<file path="config.mk">
export PLATFORM = sky130hd
export DESIGN_NAME = cwb_cache
export DESIGN_NICKNAME = d
export VERILOG_FILES = /design/src/rtl/cwb_pkg.sv /design/src/rtl/cwb_lines.sv /design/src/rtl/cwb_evbuf.sv /design/src/rtl/cwb_cache.sv
export SDC_FILE = /design/constraint.sdc
export NUM_CORES = 1
export LEC_CHECK = 0
export ABC_AREA = 1
export BUFFER_PORTS_ARGS = -buffer_cell sky130_fd_sc_hd__buf_2
export CORE_MARGIN = 5
export CORE_UTILIZATION = 51
export CTS_CLUSTER_SIZE = 30
export DETAILED_ROUTE_END_ITERATION = 16
export GPL_TIMING_DRIVEN = 1
export PLACE_DENSITY = 0.77
export SLEW_MARGIN = 20
export SYNTH_ARGS = -nofsm -noshare
export SYNTH_HDL_FRONTEND = slang
export SYNTH_SLANG_ARGS = --single-unit
</file>
<file path="constraint.sdc">
create_clock -name clk -period 2.4 [get_ports clk]
set_clock_uncertainty 0.1 [all_clocks]
set_input_delay 0 -clock clk [delete_from_list [all_inputs] [get_ports clk]]
set_output_delay 0 -clock clk [all_outputs]
set_load 0.005 [all_outputs]
</file>
<file path="src/rtl/cwb_pkg.sv">
package cwb_pkg;
    typedef enum logic [1:0] {
        S_IDLE  = 2'd0,
        S_EVICT = 2'd1,
        S_FILL  = 2'd2,
        S_RESP  = 2'd3
    } cwb_state_e;
endpackage

</file>
<file path="src/rtl/cwb_lines.sv">
module cwb_lines #(
    parameter int LINES  = 2,
    parameter int TAG_W  = 4,
    parameter int WORD_W = 8,
    parameter int OFF_W  = 1,
    localparam int BLK_W = WORD_W * (1 << OFF_W),
    localparam int IDX_W = (LINES > 1) ? $clog2(LINES) : 1
) (
    input  logic             clk,
    input  logic             rst_n,
    input  logic [TAG_W-1:0] look_tag,
    output logic             hit,
    output logic [IDX_W-1:0] hit_idx,
    output logic [BLK_W-1:0] hit_data,
    output logic [IDX_W-1:0] vic_idx,
    input  logic [IDX_W-1:0] sel_idx,
    output logic             sel_valid,
    output logic             sel_dirty,
    output logic [TAG_W-1:0] sel_tag,
    output logic [BLK_W-1:0] sel_data,
    input  logic             acc_en,
    input  logic [IDX_W-1:0] acc_idx,
    input  logic [OFF_W-1:0] acc_off,
    input  logic             acc_we,
    input  logic [WORD_W-1:0] acc_wdata,
    input  logic             inval_en,
    input  logic [IDX_W-1:0] inval_idx,
    input  logic             fill_en,
    input  logic [IDX_W-1:0] fill_idx,
    input  logic [TAG_W-1:0] fill_tag,
    input  logic [BLK_W-1:0] fill_data,
    input  logic             fill_dirty
);
    logic [LINES-1:0] valid_q, dirty_q, match;
    logic [TAG_W-1:0] tag_q  [LINES];
    logic [BLK_W-1:0] data_q [LINES];
    logic [IDX_W-1:0] age_q  [LINES];
    logic             touch_en;
    logic [IDX_W-1:0] touch_idx;

    for (genvar g = 0; g < LINES; g++) begin : g_match
        assign match[g] = valid_q[g] && (tag_q[g] == look_tag);
    end

    always_comb begin
        hit     = |match;
        hit_idx = '0;
        for (int i = 0; i < LINES; i++) begin
            if (match[i]) hit_idx = IDX_W'(i);
        end
        hit_data = data_q[hit_idx];
    end

    // victim: lowest invalid line, otherwise the oldest one
    always_comb begin
        logic found;
        found   = 1'b0;
        vic_idx = '0;
        for (int i = 0; i < LINES; i++) begin
            if (!valid_q[i] && !found) begin
                vic_idx = IDX_W'(i);
                found   = 1'b1;
            end
        end
        if (!found) begin
            for (int i = 0; i < LINES; i++) begin
                if (age_q[i] == IDX_W'(LINES - 1)) vic_idx = IDX_W'(i);
            end
        end
    end

    assign sel_valid = valid_q[sel_idx];
    assign sel_dirty = dirty_q[sel_idx];
    assign sel_tag   = tag_q[sel_idx];
    assign sel_data  = data_q[sel_idx];

    assign touch_en  = acc_en || fill_en;
    assign touch_idx = fill_en ? fill_idx : acc_idx;

    always_ff @(posedge clk or negedge rst_n) begin
        if (!rst_n) begin
            valid_q <= '0;
            dirty_q <= '0;
            for (int i = 0; i < LINES; i++) begin
                tag_q[i]  <= '0;
                data_q[i] <= '0;
                age_q[i]  <= IDX_W'(i);
            end
        end else begin
            for (int i = 0; i < LINES; i++) begin
                if (inval_en && inval_idx == IDX_W'(i)) begin
                    valid_q[i] <= 1'b0;
                    dirty_q[i] <= 1'b0;
                end
                if (fill_en && fill_idx == IDX_W'(i)) begin
                    valid_q[i] <= 1'b1;
                    dirty_q[i] <= fill_dirty;
                    tag_q[i]   <= fill_tag;
                    data_q[i]  <= fill_data;
                end
                if (acc_en && acc_we && acc_idx == IDX_W'(i)) begin
                    data_q[i][int'(acc_off)*WORD_W +: WORD_W] <= acc_wdata;
                    dirty_q[i] <= 1'b1;
                end
                if (touch_en) begin
                    if (touch_idx == IDX_W'(i))
                        age_q[i] <= '0;
                    else if (age_q[i] < age_q[touch_idx])
                        age_q[i] <= age_q[i] + 1'b1;
                end
            end
        end
    end


    hit_onehot_chk: assert property (@(posedge clk) disable iff (!rst_n)
        $onehot0(match));


    fill_free_chk: assert property (@(posedge clk) disable iff (!rst_n)
        fill_en |-> !valid_q[fill_idx]);
endmodule

</file>
<file path="src/rtl/cwb_evbuf.sv">
module cwb_evbuf #(
    parameter int DEPTH = 2,
    parameter int TAG_W = 4,
    parameter int BLK_W = 16,
    localparam int PTR_W = (DEPTH > 1) ? $clog2(DEPTH) : 1,
    localparam int CNT_W = $clog2(DEPTH + 1)
) (
    input  logic             clk,
    input  logic             rst_n,
    input  logic             push,
    input  logic [TAG_W-1:0] push_tag,
    input  logic [BLK_W-1:0] push_data,
    input  logic             pop,
    output logic             full,
    output logic             empty,
    output logic [TAG_W-1:0] head_tag,
    output logic [BLK_W-1:0] head_data,
    input  logic [TAG_W-1:0] look_tag,
    output logic             fwd_hit,
    output logic [BLK_W-1:0] fwd_data
);
    logic [TAG_W-1:0] tag_m  [DEPTH];
    logic [BLK_W-1:0] data_m [DEPTH];
    logic [PTR_W-1:0] wr_ptr, rd_ptr;
    logic [CNT_W-1:0] cnt;

    function automatic logic [PTR_W-1:0] bump(input logic [PTR_W-1:0] p);
        return (p == PTR_W'(DEPTH - 1)) ? '0 : p + 1'b1;
    endfunction

    assign full      = (cnt == CNT_W'(DEPTH));
    assign empty     = (cnt == '0);
    assign head_tag  = tag_m[rd_ptr];
    assign head_data = data_m[rd_ptr];

    // scan head to tail, last match is the youngest copy
    always_comb begin
        fwd_hit  = 1'b0;
        fwd_data = '0;
        for (int k = 0; k < DEPTH; k++) begin
            int p;
            p = int'(rd_ptr) + k;
            if (p >= DEPTH) p = p - DEPTH;
            if (k < int'(cnt) && tag_m[p] == look_tag) begin
                fwd_hit  = 1'b1;
                fwd_data = data_m[p];
            end
        end
    end

    always_ff @(posedge clk or negedge rst_n) begin
        if (!rst_n) begin
            wr_ptr <= '0;
            rd_ptr <= '0;
            cnt    <= '0;
            for (int i = 0; i < DEPTH; i++) begin
                tag_m[i]  <= '0;
                data_m[i] <= '0;
            end
        end else begin
            if (push) begin
                tag_m[wr_ptr]  <= push_tag;
                data_m[wr_ptr] <= push_data;
                wr_ptr         <= bump(wr_ptr);
            end
            if (pop) rd_ptr <= bump(rd_ptr);
            if (push && !pop)      cnt <= cnt + 1'b1;
            else if (pop && !push) cnt <= cnt - 1'b1;
        end
    end


    no_overflow_chk: assert property (@(posedge clk) disable iff (!rst_n)
        push |-> !full);


    no_underflow_chk: assert property (@(posedge clk) disable iff (!rst_n)
        pop |-> !empty);
endmodule

</file>
<file path="src/rtl/cwb_cache.sv">
module cwb_cache #(
    parameter int TAG_W    = 4,
    parameter int OFF_W    = 1,
    parameter int WORD_W   = 8,
    parameter int LINES    = 2,
    parameter int WB_DEPTH = 2,
    parameter int CNT_W    = 16,
    localparam int ADDR_W  = TAG_W + OFF_W,
    localparam int BLK_W   = WORD_W * (1 << OFF_W),
    localparam int IDX_W   = (LINES > 1) ? $clog2(LINES) : 1
) (
    input  logic              clk,
    input  logic              rst_n,
    input  logic              cpu_valid,
    input  logic              cpu_we,
    input  logic [ADDR_W-1:0] cpu_addr,
    input  logic [WORD_W-1:0] cpu_wdata,
    output logic [WORD_W-1:0] cpu_rdata,
    output logic              cpu_ready,
    output logic              mem_rd_req,
    output logic [TAG_W-1:0]  mem_rd_tag,
    input  logic              mem_rd_ack,
    input  logic [BLK_W-1:0]  mem_rd_data,
    output logic              mem_wr_req,
    output logic [TAG_W-1:0]  mem_wr_tag,
    output logic [BLK_W-1:0]  mem_wr_data,
    input  logic              mem_wr_ack,
    output logic [CNT_W-1:0]  hit_count,
    output logic [CNT_W-1:0]  miss_count,
    output logic [CNT_W-1:0]  dirty_evict_count
);
    import cwb_pkg::*;

    cwb_state_e state_q, state_d;

    logic [TAG_W-1:0]  req_tag;
    logic [OFF_W-1:0]  req_off;
    logic              hit;
    logic [IDX_W-1:0]  hit_idx, vic_idx, vic_q;
    logic [BLK_W-1:0]  hit_data, sel_data, fwd_data, fill_src, fill_blk;
    logic              sel_valid, sel_dirty;
    logic [TAG_W-1:0]  sel_tag;
    logic              acc_en, inval_en, fill_en, push, pop;
    logic              buf_full, buf_empty, fwd_hit;
    logic              hit_inc, miss_inc, dev_inc, latch_vic, cap_en;
    logic [WORD_W-1:0] cap_val, rdata_q;

    assign req_tag = cpu_addr[ADDR_W-1:OFF_W];
    assign req_off = cpu_addr[OFF_W-1:0];

    cwb_lines #(.LINES(LINES), .TAG_W(TAG_W), .WORD_W(WORD_W), .OFF_W(OFF_W)) u_lines (
        .clk(clk), .rst_n(rst_n),
        .look_tag(req_tag), .hit(hit), .hit_idx(hit_idx), .hit_data(hit_data),
        .vic_idx(vic_idx), .sel_idx(vic_q),
        .sel_valid(sel_valid), .sel_dirty(sel_dirty), .sel_tag(sel_tag), .sel_data(sel_data),
        .acc_en(acc_en), .acc_idx(hit_idx), .acc_off(req_off), .acc_we(cpu_we),
        .acc_wdata(cpu_wdata),
        .inval_en(inval_en), .inval_idx(vic_q),
        .fill_en(fill_en), .fill_idx(vic_q), .fill_tag(req_tag), .fill_data(fill_blk),
        .fill_dirty(cpu_we)
    );

    cwb_evbuf #(.DEPTH(WB_DEPTH), .TAG_W(TAG_W), .BLK_W(BLK_W)) u_evbuf (
        .clk(clk), .rst_n(rst_n),
        .push(push), .push_tag(sel_tag), .push_data(sel_data),
        .pop(pop), .full(buf_full), .empty(buf_empty),
        .head_tag(mem_wr_tag), .head_data(mem_wr_data),
        .look_tag(req_tag), .fwd_hit(fwd_hit), .fwd_data(fwd_data)
    );

    // merge a pending store into the block being installed
    always_comb begin
        fill_blk = fill_src;
        if (cpu_we) fill_blk[int'(req_off)*WORD_W +: WORD_W] = cpu_wdata;
    end

    assign mem_rd_tag = req_tag;
    assign mem_wr_req = !buf_empty && (state_q != S_FILL);
    assign pop        = mem_wr_req && mem_wr_ack;
    assign cpu_ready  = (state_q == S_RESP);
    assign cpu_rdata  = rdata_q;

    always_ff @(posedge clk or negedge rst_n) begin
        if (!rst_n) state_q <= S_IDLE;
        else        state_q <= state_d;
    end

    always_comb begin
        state_d    = state_q;
        acc_en     = 1'b0;
        inval_en   = 1'b0;
        fill_en    = 1'b0;
        push       = 1'b0;
        mem_rd_req = 1'b0;
        fill_src   = '0;
        hit_inc    = 1'b0;
        miss_inc   = 1'b0;
        dev_inc    = 1'b0;
        latch_vic  = 1'b0;
        cap_en     = 1'b0;
        cap_val    = '0;
        unique case (state_q)
            S_IDLE: begin
                if (cpu_valid) begin
                    if (hit) begin
                        acc_en  = 1'b1;
                        hit_inc = 1'b1;
                        cap_en  = 1'b1;
                        cap_val = cpu_we ? cpu_wdata
                                         : hit_data[int'(req_off)*WORD_W +: WORD_W];
                        state_d = S_RESP;
                    end else begin
                        miss_inc  = 1'b1;
                        latch_vic = 1'b1;
                        state_d   = S_EVICT;
                    end
                end
            end
            S_EVICT: begin
                if (sel_valid && sel_dirty) begin
                    if (!buf_full) begin
                        push     = 1'b1;
                        inval_en = 1'b1;
                        dev_inc  = 1'b1;
                        state_d  = S_FILL;
                    end
                end else begin
                    inval_en = sel_valid;
                    state_d  = S_FILL;
                end
            end
            S_FILL: begin
                if (fwd_hit) begin
                    fill_en  = 1'b1;
                    fill_src = fwd_data;
                end else begin
                    mem_rd_req = 1'b1;
                    if (mem_rd_ack) begin
                        fill_en  = 1'b1;
                        fill_src = mem_rd_data;
                    end
                end
                if (fill_en) begin
                    cap_en  = 1'b1;
                    cap_val = fill_blk[int'(req_off)*WORD_W +: WORD_W];
                    state_d = S_RESP;
                end
            end
            S_RESP: state_d = S_IDLE;
            default: state_d = S_IDLE;
        endcase
    end

    always_ff @(posedge clk or negedge rst_n) begin
        if (!rst_n) begin
            vic_q             <= '0;
            rdata_q           <= '0;
            hit_count         <= '0;
            miss_count        <= '0;
            dirty_evict_count <= '0;
        end else begin
            if (latch_vic) vic_q   <= vic_idx;
            if (cap_en)    rdata_q <= cap_val;
            if (hit_inc)   hit_count  <= hit_count + 1'b1;
            if (miss_inc)  miss_count <= miss_count + 1'b1;
            if (dev_inc)   dirty_evict_count <= dirty_evict_count + 1'b1;
        end
    end


    ready_pulse_chk: assert property (@(posedge clk) disable iff (!rst_n)
        cpu_ready |=> !cpu_ready);


    rd_hold_chk: assert property (@(posedge clk) disable iff (!rst_n)
        (mem_rd_req && !mem_rd_ack) |=> mem_rd_req);
endmodule

</file>
==> results by group, run 1 <==
Timing
  • Post-layout min period: 2330 ps
  • Final critical-path share of the clock period: 97.1%
  • Final Setup Violations: 0
  • Fmax: 0.429 GHz
  • Relative slew slack: 50.6%
  • Max-slew violation count: 0
  • Slew @ Worst Pin: 739 ps
  • Hold Vio Cnt, Final: 0
  • Total negative slack: 0 ps
  • Final WS setup: 68.9 ps

Layout
  • # diodes: 0
  • Final instance area: 0.0111 mm²
  • Final #Nets: 1471
  • Fin cells: 1667
  • FF+latch area: 0.00373 mm²
  • Syn-to-layout area delta: 21.0%
  • FILL cells: 1635
  • Share of layout cells above drive strength 1: 17.7%
  • Multi-input gate area: 0.00461 mm²

Yosys
  • Synth area leaders: dfrtp_1 (41%), nand2_1 (18%), nand3_1 (6.2%)
  • Most frequent cell after synthesis: nand2_1
  • Yosys top cell area share: 40.5%
  • Synth Register Bits: 149
  • Ys async rst share: 100%
  • Commonest cells post-synth: nand2_1 (449), dfrtp_1 (148), inv_1 (148)
  • Post-synthesis sequential area ratio: 40.8%
  • Post-synth EDFFs: 0
  • Cells after Synth: 1283
  • Post-Syn Area: 0.00914 mm²
  • Synth warnings: 0
  • Syn_area_per_cell: 7.12 µm²
  • Syn Nets: 1329
  • Dominant cell type by area after synthesis: dfrtp_1
  • Post-synth cell types: 46
  • Main synth FF type: dfrtp_1

Placement
  • Placed insts: 1608
  • I/O Buffers: 117
  • Dpl cell area: 0.0101 mm²
  • Dpl hpwl: 18000 µm
  • Dpl ws: 104 ps
  • RePlAce Congestion: 0.906

Die
  • Initial Util: 51.4%
  • Die H: 144 µm
  • Die area: 0.0207 mm²
  • Row count: 49
  • # IOs: 118
  • CORE AREA: 0.0178 mm²
  • Die Wd: 144 µm

Routing
  • Drt initial violations: 1028
  • DR WL/cell: 15.5 µm
  • First-pass detailed-route iteration total: 6
  • Drt total wl: 25800 µm
  • DRC: 0
  • DR vias: 9029
  • Vias/cell: 5.42
  • ANT nets after route: 0

Clock network
  • Cts bufs inserted: 17
  • CTS clock-pin slew for the worst setup and hold paths: 60 ps
  • H-tree depth: 4
  • Max clock buf depth: 2
  • CTS root buf: clkbuf_16
  • TritonCTS clock tree: yes
  • Num Clock Sinks: 149
  • Clock latency on the worst-skew pair: 430 ps

Critical path
  • Crit end category: register
  • Crit path required time: 2620 ps
  • Crit path DAT: 2550 ps
  • Critical Path Start Type: register
  • Max FO, Critical Path: 9
  • FF-to-FF setup slack: 70 ps
  • Critical path type: reg -> reg

Power and ir drop
  • Psw: 4900 µW
  • Clk pwr share: 23.0%
  • PwrDens: 1070 mW/mm²
  • Internal: 6900 µW
  • Sw Ratio: 41.5%
  • Comb pwr share: 44.3%
  • Leak: 0.00575 µW
  • VDD IR max: 0.575 mV
  • Seq pwr share: 32.7%

Global routing
  • First-pass GRT wire length: 41100 µm
  • Grt ovf: 0
  • Pin count of the biggest net entering global routing: 65
  • Vias in the first global route: 8245
  • Initial antenna violation count: 0
  • Global Route Usage Sum: 25.1%

Min path
  • Worst hold-check path type: in -> reg

Flow run
  • MaxCap Viol Count: 0

Outcome
  • Status: complete, no violations
[flip-flops by register name, summed over array words and instances (netlist names), 2 cells and up]
register,count
u_lines.tag_q,8
u_evbuf.data_m,32
u_evbuf.tag_m,8
state_q,2
u_lines.age_q,2
miss_count,16
u_lines.dirty_q,2
u_evbuf.cnt,2
u_lines.valid_q,2
cpu_rdata,8
hit_count,16
dirty_evict_count,16
u_lines.data_q,32
[path summary, 6_finish.rpt]
| path | from | to | cells past startpoint |
|---|---|---|---|
| hold / removal | cpu_valid | state_q[1] | 5 |
| hold reg to reg | dirty_evict_count[15] | dirty_evict_count[15] | 1 |
| setup reg to reg | u_evbuf.rd_ptr | u_lines.data_q[27] | 15 |
| max in group asynchronous | rst_n | u_lines.age_q[0] | 3 |
| setup / recovery | u_evbuf.rd_ptr | u_lines.data_q[27] | 15 |
| min in group asynchronous | rst_n | hit_count[9] | 3 |
[critical path, stage by stage (launching register included)]
cell       delay [ps]
dfrtp_2           460
buf_6             150
inv_8              70
nand2_2            50
nand3_1            80
nand2_1            70
nor2_1            150
nand3_2           120
buf_4             160
nand3b_4          110
nand2_8           110
nor2_8            220
clkbuf_16         180
nand3_1            70
nand2_1            80
nand2_1            40
[logic make-up (layout without fill, tap and decap cells)]
logic type / count (synthesis) / count (layout) / share of synthesized area, %
XOR/XNOR: 43 / 43 / 4.12
adder cells (fa/ha/maj): 11 / 11 / 1.51
buffers and inverters: 213 / 367 / 9.75
AO/OA/AOI/OAI: 172 / 172 / 9.92
multiplexers: 14 / 14 / 1.72
AND/OR/NAND/NOR: 681 / 682 / 32.2
flip-flops: 149 / 149 / 40.8
[repair_timing]
action,in CTS,in global routing
setup endpoints to repair,0,51
endpoints found under the hold margin,199,0
buffers inserted,0,10
hold buffers,16,0
resized for setup,0,32
[power groups by stage]
stage                     clock network [µW]  logic [µW]  registers, µW
after floorplan                            0        3460           3750
after global placement                     0        4780           3880
after detailed placement                   0        4920           3900
after CTS                               2740        4980           3870
after global routing                    2840        5930           3960
final                                   2710        5230           3870
[routing by layer]
layer	up-vias	global-route usage (%)	wire length, µm
met5	-	0	0
met2	373	39.1	11900
met3	47	5.16	2100
met4	0	7.33	504
li1	4363	-	-
met1	4246	35.4	11300
[final cells by class]
class                   count  share of cell area (%)
clock inverters            11                    1.10
multi-input cells         922                    41.7
repair buffers            176                    11.1
inverters                 159                    5.55
flip-flops and latches    149                    33.7
clock buffers              21                    4.25
well taps                 229                    2.59
[metrics by stage]
stage	util, %	power [µW]	hold slack [ps]
global route	62.2	12700	48.3
global placement	56.7	8660	-149
finish	62.2	11800	9.72
CTS	61.0	11600	1.93
floorplan	-	7210	-396
detailed placement	56.7	8820	-148
[layout by cell type (no fill, tap or decap), types with 19 or more instances in the layout]
cell type and instances:
nand2_1 441, inv_1 148, dfrtp_1 147, buf_2 116, nand3_1 109, o21ai_0 106
nor2_1 55, a21oi_1 41, buf_4 29, xor2_1 24, nand4_1 23, xnor2_1 19
Power figures use the tool's default switching activity.
==> run 2: changes to the inputs <==
GPL_TIMING_DRIVEN = 0   (was 1)
==> results by group, run 2 (synthesis gave the netlist of run 1 again) <==
Die
  • Initial Util: 51.4%
  • Row count: 49
  • # IOs: 118
  • Die H: 144 µm
  • CORE AREA: 0.0178 mm²
  • Die area: 0.0207 mm²
  • Die Wd: 144 µm

Timing
  • Final critical-path share of the clock period: 99.3%
  • Fmax: 0.419 GHz
  • Max-slew violation count: 0
  • RSZ-0062 raised after global routing: true
  • Relative slew slack: 39.0%
  • Post-layout min period: 2380 ps
  • Slew @ Worst Pin: 911 ps
  • Hold Vio Cnt, Final: 0
  • Final Setup Violations: 0

Clock network
  • CTS clock-pin slew for the worst setup and hold paths: 70 ps
  • CTS root buf: clkbuf_16
  • Clock latency on the worst-skew pair: 430 ps
  • Cts bufs inserted: 17
  • Max clock buf depth: 2
  • H-tree depth: 4
  • Num Clock Sinks: 149
  • TritonCTS clock tree: yes

Placement
  • RePlAce Congestion: 0.977
  • Dpl hpwl: 19200 µm
  • Dpl cell area: 0.0100 mm²
  • I/O Buffers: 115

Layout
  • Most common cell after layout, fill and taps aside: nand2_1
  • Syn-to-layout area delta: 26.1%
  • # diodes: 0
  • Final #Nets: 1513
  • Util after Layout: 64.8%
  • Final instance area: 0.0115 mm²
  • FILL cells: 1480
  • Commonest non-fill, non-tap cells in the layout: nand2_1 (432), dfrtp_1 (148), inv_1 (147)
  • Top Registers: u_evbuf.data_m x32, u_lines.data_q x32
  • Share of layout cells above drive strength 1: 21.0%

Routing
  • First-pass detailed-route iteration total: 6
  • Drt initial violations: 1282
  • Drt total wl: 28200 µm
  • DRC: 0
  • DR vias: 9418
  • ANT nets after route: 0
  • DR WL/cell: 16.5 µm
  • Vias/cell: 5.51

Critical path
  • Max FO, Critical Path: 10
  • R2R depth: 15
  • R2r startpoint: u_evbuf.rd_ptr
  • Crit path DAT: 2640 ps
  • Crit. Startpoint: u_evbuf.rd_ptr
  • Crit path required time: 2660 ps
  • Critical Path Start Type: register
  • FF-to-FF setup slack: 20 ps
  • Crit end category: register
  • Critical path type: reg -> reg

Power and ir drop
  • PwrDens: 1090 mW/mm²
  • Clk pwr share: 23.9%
  • Psw: 5240 µW
  • Seq pwr share: 30.5%
  • Leak: 0.00594 µW
  • Internal: 7340 µW
  • Comb pwr share: 45.6%
  • Sw Ratio: 41.6%
  • VDD IR max: 0.603 mV

Flow run
  • MaxCap Viol Count: 0

Global routing
  • Global Route Usage Sum: 26.4%
  • Pin count of the biggest net entering global routing: 96
  • First-pass GRT wire length: 43400 µm
  • Vias in the first global route: 8613
  • Initial antenna violation count: 0
  • Grt ovf: 0

Min path
  • Hold Startpoint: mem_rd_data[13]
  • Hold Path Depth: 9
  • Worst hold-check path type: in -> reg

Outcome
  • Status: complete, no violations
-- run 2: power groups by stage --
| stage | sequential, µW | clock [µW] | combinational [µW] |
|---|---|---|---|
| global placement | 3810 | 0 | 4890 |
| detailed placement | 3840 | 0 | 4990 |
| global route | 3930 | 3140 | 6340 |
| CTS | 3810 | 3020 | 5130 |
| floorplan | 3750 | 0 | 3460 |
| finish | 3840 | 3010 | 5740 |
-- run 2: through the flow --
| stage | total power [µW] | TNS (ps) | setup slack (ps) | hold slack (ps) | std cells |
|---|---|---|---|---|---|
| 6_report | 12600 | 0 | 16.1 | 23.4 | 1709 |
| 5_1_grt | 13400 | -751 | -46.4 | 107 | 1709 |
| 4_1_cts | 12000 | 0 | 1.74 | 16.1 | 1681 |
| 3_5_place_dp | 8830 | -2030 | -123 | -151 | 1628 |
| 3_3_place_gp | 8700 | -151980 | -1030 | 191 | 1627 |
| 2_1_floorplan | 7210 | 0 | 379 | -396 | 1283 |
-- run 2: critical path: stages (launching register included) --
cell	delay, ps
dfrtp_1	340
buf_6	160
buf_8	150
nand2_1	100
nand3_1	100
nand2_1	70
nor2_2	150
nand3_4	150
nand3b_4	160
nand2_8	110
nor2_8	220
inv_8	70
buf_12	150
a21oi_4	140
nand2_1	70
nand2_1	50
-- run 2: layer usage --
metal | wire (µm) | up-vias | track usage [%]
li1 | - | 4457 | -
met1 | 11700 | 4361 | 35.9
met2 | 12700 | 509 | 41.1
met3 | 2850 | 91 | 6.16
met4 | 912 | 0 | 10.3
met5 | 0 | - | 0
-- run 2: final cells by class --
cell class / instances / area, µm² / area share, %
buffer: 54 / 380 / 3.30
sequential: 149 / 3730 / 32.4
clock inverter: 11 / 196 / 1.70
inverter: 159 / 634 / 5.50
tap: 229 / 287 / 2.49
clock buffer: 21 / 460 / 3.99
multi-input combinational: 921 / 4780 / 41.5
timing repair buffer: 165 / 1060 / 9.19
-- run 2: path summary, 6_finish.rpt --
check,end
min reg2reg,dirty_evict_count[15]
min,u_lines.data_q[13]
max in group asynchronous,hit_count[11]
max reg2reg,u_lines.data_q[14]
max,u_lines.data_q[14]
min in group asynchronous,dirty_evict_count[9]
-- run 2: timing repair --
action,4_1_cts,5_1_grt
gates cloned,0,2
buffers inserted,3,26
hold endpoints to repair,205,0
hold buffers,18,0
resized for setup,18,117
setup endpoints to repair,40,77
pin swaps,3,17
